`src/rtl/odline_pkg.sv`:
```
package odline_pkg;
  localparam int LINE_COUNT  = 2;
  localparam int LANE_STRIDE = 8;
  localparam int REG_W       = LINE_COUNT * LANE_STRIDE;

  localparam int OFS_DIR_MASK = 0;
  localparam int OFS_DIR      = 1;
  localparam int OFS_VAL_MASK = 2;
  localparam int OFS_VAL      = 3;
  localparam int OFS_IN       = 4;
  localparam int OFS_PUD      = 5;

  typedef struct packed {
    logic [LINE_COUNT-1:0] dirWe;
    logic [LINE_COUNT-1:0] dirNew;
    logic [LINE_COUNT-1:0] valWe;
    logic [LINE_COUNT-1:0] valNew;
    logic                  pudWe;
    logic [LINE_COUNT-1:0] pudNew;
  } strobe_t;
endpackage

```
`src/rtl/odline_ctl.sv`:
```
module odline_ctl
  import odline_pkg::*;
(
  input  logic             wrEn,
  input  logic [REG_W-1:0] wrData,
  output strobe_t          strb
);
  always_comb begin
    strb       = '0;
    strb.pudWe = wrEn;
    for (int i = 0; i < LINE_COUNT; i++) begin
      strb.dirWe[i]  = wrEn && wrData[i*LANE_STRIDE + OFS_DIR_MASK];
      strb.valWe[i]  = wrEn && wrData[i*LANE_STRIDE + OFS_VAL_MASK];
      strb.dirNew[i] = wrData[i*LANE_STRIDE + OFS_DIR];
      strb.valNew[i] = wrData[i*LANE_STRIDE + OFS_VAL];
      strb.pudNew[i] = wrData[i*LANE_STRIDE + OFS_PUD];
    end
  end
endmodule

```
`src/rtl/odline_dp.sv`:
```
module odline_dp
  import odline_pkg::*;
#(
  parameter int SYNC_STAGES = 2
) (
  input  logic                  clk,
  input  logic                  rstN,
  input  strobe_t               strb,
  input  logic [LINE_COUNT-1:0] lineIn,
  output logic [REG_W-1:0]      rdData,
  output logic [LINE_COUNT-1:0] lineDriveLow,
  output logic [LINE_COUNT-1:0] pullupDis
);
  logic [LINE_COUNT-1:0] dirQ;
  logic [LINE_COUNT-1:0] valQ;
  logic [LINE_COUNT-1:0] pudQ;
  logic [LINE_COUNT-1:0] padSync;

  for (genvar g = 0; g < LINE_COUNT; g++) begin : g_lane
    logic [SYNC_STAGES-1:0] syncQ;

    always_ff @(posedge clk or negedge rstN) begin
      if (!rstN) begin
        dirQ[g] <= 1'b0;
        valQ[g] <= 1'b0;
        pudQ[g] <= 1'b0;
        syncQ   <= '0;
      end else begin
        if (strb.dirWe[g]) dirQ[g] <= strb.dirNew[g];
        if (strb.valWe[g]) valQ[g] <= strb.valNew[g];
        if (strb.pudWe)    pudQ[g] <= strb.pudNew[g];
        syncQ <= {syncQ[SYNC_STAGES-2:0], lineIn[g]};
      end
    end

    assign padSync[g]      = syncQ[SYNC_STAGES-1];
    // open drain: pull low only when driving a zero, otherwise release
    assign lineDriveLow[g] = dirQ[g] & ~valQ[g];
    assign pullupDis[g]    = pudQ[g];
  end

  always_comb begin
    rdData = '0;
    for (int i = 0; i < LINE_COUNT; i++) begin
      rdData[i*LANE_STRIDE + OFS_DIR] = dirQ[i];
      rdData[i*LANE_STRIDE + OFS_VAL] = valQ[i];
      rdData[i*LANE_STRIDE + OFS_IN]  = padSync[i];
      rdData[i*LANE_STRIDE + OFS_PUD] = pudQ[i];
    end
  end
endmodule

```
`src/rtl/odline_reg.sv`:
```
module odline_reg
  import odline_pkg::*;
#(
  parameter int SYNC_STAGES = 2
) (
  input  logic        clk,
  input  logic        rstN,
  input  logic        wrEn,
  input  logic [15:0] wrData,
  output logic [15:0] rdData,
  input  logic [1:0]  lineIn,
  output logic [1:0]  lineDriveLow,
  output logic [1:0]  pullupDis
);
  strobe_t strb;

  odline_ctl u_ctl (
    .wrEn   (wrEn),
    .wrData (wrData),
    .strb   (strb)
  );

  odline_dp #(.SYNC_STAGES(SYNC_STAGES)) u_dp (
    .clk          (clk),
    .rstN         (rstN),
    .strb         (strb),
    .lineIn       (lineIn),
    .rdData       (rdData),
    .lineDriveLow (lineDriveLow),
    .pullupDis    (pullupDis)
  );
endmodule

```
`config.mk`:
```
export PLATFORM = sky130hd
export DESIGN_NAME = odline_reg
export DESIGN_NICKNAME = d
export VERILOG_FILES = /design/src/rtl/odline_pkg.sv /design/src/rtl/odline_ctl.sv /design/src/rtl/odline_dp.sv /design/src/rtl/odline_reg.sv
export SDC_FILE = /design/constraint.sdc
export NUM_CORES = 1
export LEC_CHECK = 0
export BUFFER_PORTS_ARGS = -buffer_cell sky130_fd_sc_hd__buf_2
export CAP_MARGIN = 40
export CELL_PAD_IN_SITES_DETAIL_PLACEMENT = 0
export CELL_PAD_IN_SITES_GLOBAL_PLACEMENT = 1
export CORE_MARGIN = 2
export CORE_UTILIZATION = 26
export DETAILED_ROUTE_END_ITERATION = 12
export HOLD_SLACK_MARGIN = 0.1
export PLACE_DENSITY = 0.76
export SYNTH_ARGS = -nofsm -noshare
export SYNTH_HDL_FRONTEND = slang
export SYNTH_SLANG_ARGS = --single-unit
export TNS_END_PERCENT = 30
```
`constraint.sdc`:
```
create_clock -name clk -period 2.25 [get_ports clk]
set_clock_uncertainty 0.05 [all_clocks]
set_input_delay 0.3375 -clock clk [delete_from_list [all_inputs] [get_ports clk]]
set_output_delay 0.3375 -clock clk [all_outputs]
set_load 0.005 [all_outputs]
```
---- Word-level counts from Yosys, hierarchy flattened ----
Cells that the tools add are included.
cells by class
  bitwise operators ....................... 4
  reduce and logical (&&, ||, !) cells .... 4
operator list
  operator           count
  $logic_and 1x1->1  4
  $and 1x1->1        2
  $not 1->1          2
word-level totals
  bits in registers ....................... 10
  input bits .............................. 21
  output and inout port bits .............. 20

---- Depth between registers and ports, before layout ----
  depth after elaboration ................. 2
  gate-level depth with buffers ........... 2
  mapped depth without buffers ............ 2

---- Cells and area by module ----
Synthesis repeated with hierarchy kept, for this count alone.
second synthesis, totals
  cells, all modules ...................... 42
  area total of the unflattened synthesis .. 520.5 µm²
modules (own cells, without submodules)
  module      instances  cells an instance  area an instance (µm²)  sequential area each (µm²)
  odline_dp   1          31                 442.9                   250.2
  odline_ctl  1          11                 77.6                    0.0

---- Worst setup path before layout ----
No wires, ideal clock.
  path type ............................... register to output
  start point ............................. register u_dp.valQ[0] (netlist: u_dp.rdData[3])
  end point ............................... output port lineDriveLow[0]
  arrival time ............................ 0.514 ns
  slack ................................... 1.349 ns
  stages on the path, launching flop included .. 2
  cells stage by stage .................... dfrtp_1 nor2b_1
on the way
  longest elaborated chain between the ends .. 2
RTL lines
  element                          RTL line          text
  start, declared                  odline_dp.sv:15   logic [LINE_COUNT-1:0] valQ;
  start signal, assigned by index  odline_dp.sv:30   if (strb.valWe[g]) valQ[g] <= strb.valNew[g];
  $not 1->1                        odline_dp.sv:38   assign lineDriveLow[g] = dirQ[g] & ~valQ[g];
  $and 1x1->1                      odline_dp.sv:38
  end, declared                    odline_reg.sv:12  output logic [1:0] lineDriveLow,
No other way between the ends.

---- Final worst setup path ----
  start point ............................. register u_dp.dirQ[0] (netlist: u_dp.rdData[1])
  end point ............................... output port lineDriveLow[0]
on the way
  longest elaborated chain between the ends .. 1
RTL lines
  element                          RTL line         text
  start, declared                  odline_dp.sv:14  logic [LINE_COUNT-1:0] dirQ;
  start signal, assigned by index  odline_dp.sv:29  if (strb.dirWe[g]) dirQ[g] <= strb.dirNew[g];
  $and 1x1->1                      odline_dp.sv:38
No other way between the ends.

==> impl_results.md <==
* Post_cts resized at 0
* Max Cap Viol at 0
* Via density at ~3.8
* Number of I/O port buffers at 26
* GRT Total Usage at 7.67%
* Die width at roughly 46 µm
* Die area at 2100 µm²
* Inst Count DP at 73
* Max Freq at approximately 800 MHz
* Fin cells at 78
* Critical path launch point type: flip-flop
* Clock buffer depth at 2
* Final setup TNS at 0 ns
* Die height at about 46 µm
* Total gr overflow at 0
* Via count at 294
* CTS Buf Count at 3
* CTS tree: done
* Outcome: complete, no violations
* Clk network pwr share at between 30% and 40%
* Area of the multi-input gates at between 100 and 150 µm²
* Fin. max-slew vios at 0
* Endpoints failing setup at 0
* First-pass GRT wire length at roughly 1.0 mm
* Mapped Cells at 35
* Crit path required time at 1.86 ns
* PwrDens at ~750 nW/µm²
* Number of fill cells at between 150 and 200
* Most common cell in the netlist: buf_4
* Internal power at about 340 µW
* Post-synth EDFFs at 0
* Post-route clock period utilization at approximately 57%
* Hold Fails Final Rpt at 0
* Final Util at between 30% and 40%
* Hold crit path type: in -> reg
* CTS root buf: clkbuf_4
* Core Box Area at between 1500 and 2000 µm²
* Number of synthesized register bits at 10
* Commonest cells in the netlist: 12 x buf_4, 10 x dfrtp_1, 4 x mux2_4, 4 x nand2_1
* Share of cells above drive strength 1 at around three fifths
* Syn Area/Cell at between 10 and 15 µm²
* RSZ-0062 raised after global routing: no
* Worst-path clk slew at approximately 0.070 ns
* Postcts setup bufs at 0
* Register area at about 250 µm²
* Worst Setup Path Type: reg -> out
* H-tree depth at 1
* Critical Path Sink Type: primary output
* Hold Slack at around 0.13 ns
* # IOs at 41
* Max FO, Critical Path at 3
* Area share of the largest cell type after synthesis at between 50% and 60%
* Total number of yosys warnings at 0
* Core Rows at 15
* DR WL/cell at 9.05 µm
* Worst EP arrival at between 0.8 and 0.9 ns
* Placement Cell Area at ~540 µm²
* Cts hold-fix bufs at 1
* Maximum VDD drop at between 0.0002 and 0.00025 V
* Clk Latency, worst-skew pair at about 0.26 ns
* Routed Antenna Nets at 0
* 1st-iter DRT viols at 0
* Post-route cell area at 588 µm²
* Flop pwr share at between 40 and 50%
* Comb power frac at 17.0%
* DR DRC count at 0
* # diodes at 0
* P&R area growth vs syn at 29.5%
* Vias in the first global route at ~260
* Largest net degree at the start of global routing at 11
* Sequential share of the synthesized area at between 50% and 60%
* Minimum clock period at ~1.3 ns
* Initial antenna violation count at 0
* Yosys top cell by area: dfrtp_1
* Final weighted congestion in routability-driven placement at 0.632
* Top_reg_cell synth: dfrtp_1
* CTS sink count at 10
* Switching pwr at 97.6 µW
* # nets final at 83
* First-pass DRT Iterations at 1
* Leak at 0.329 nW
* Synth area leaders: dfrtp_1 55%, buf_4 20%, mux2_4 13%
* Routed WL at roughly 710 µm
* Async S/R FF share, synth at between 90% and 100%
* Switching Share at between 20 and 25%
* Initial Util at between 20 and 30%
* Mapped cell area at between 400 and 500 µm²
* Synth cell types at 7
## state kept, by name, summed over array words and instances, names as in the netlist
signal	count
u_dp.g_lane.syncQ	4
u_dp.pullupDis	2
u_dp.rdData	4
## placed cells by master (no fill, tap or decap)
cell type	n
nor2b_1	2
mux2_4	4
dfrtp_1	10
mux2_2	2
nand2_1	4
clkbuf_4	3
buf_2	26
dlygate4sd3_1	1
clkbuf_8	1
conb_1	8
## per-stage QoR
step	worst slack [ns]	total power, mW
after floorplan	1.35	0.261
after global placement	1.20	0.286
after detailed placement	1.20	0.288
after CTS	0.951	0.449
after global routing	0.919	0.466
final	0.970	0.440
## metal layers
| metal | GRT usage [%] | vias up | wire [µm] |
|---|---|---|---|
| met1 | 8.07 | 137 | 271 |
| met4 | 5.14 | 0 | 0 |
| met3 | 3.57 | 0 | 60 |
| met2 | 12.1 | 15 | 375 |
| li1 | - | 142 | - |
| met5 | 0 | - | 0 |
## cell families (layout without fill, tap and decap cells)
logic type             Yosys count  in the layout  synth area share, %
buffers and inverters           12             31                 19.8
other                            1              8                0.826
AND/OR/NAND/NOR                  6              6                 6.06
multiplexers                     6              6                 18.2
flip-flops                      10             10                 55.1
## worst paths after layout
check	start	end	slack [ns]	depth (start not counted)
setup / recovery	u_dp.rdData[1]$_DFFE_PN0P_	lineDriveLow[0]	0.97	2
hold / removal	lineIn[0]	u_dp.g_lane[0].syncQ[0]$_DFF_PN0_	0.13	1
setup reg to reg	u_dp.pullupDis[0]$_DFFE_PN0P_	u_dp.pullupDis[0]$_DFFE_PN0P_	1.44	1
hold reg to reg	u_dp.g_lane[1].syncQ[0]$_DFF_PN0_	u_dp.g_lane[1].syncQ[1]$_DFF_PN0_	0.30	0
max in group asynchronous	rstN	u_dp.rdData[3]$_DFFE_PN0P_	1.55	2
min in group asynchronous	rstN	u_dp.g_lane[1].syncQ[0]$_DFF_PN0_	0.41	2
## worst max-delay path, stage by stage (launching register included)
cell and delay (ns):
dfrtp_1 0.39, nor2b_1 0.13, buf_2 0.12
## cell type report
cell class,instances,share of cell area [%]
Clock buffer,4,6.17
Multi-Input combinational cell,20,23.8
Sequential cell,10,42.6
Tap cell,17,3.62
Timing Repair Buffer,27,23.8
## power groups by stage
stage                     clock (mW)  sequential [mW]  combinational (mW)
after floorplan                    0            0.213              0.0487
after global placement             0            0.212              0.0740
after detailed placement           0            0.213              0.0750
after CTS                      0.164            0.209              0.0764
after global routing           0.169            0.211              0.0852
final                          0.157            0.208              0.0747
Note: power is estimated with default switching activity, not from simulation.
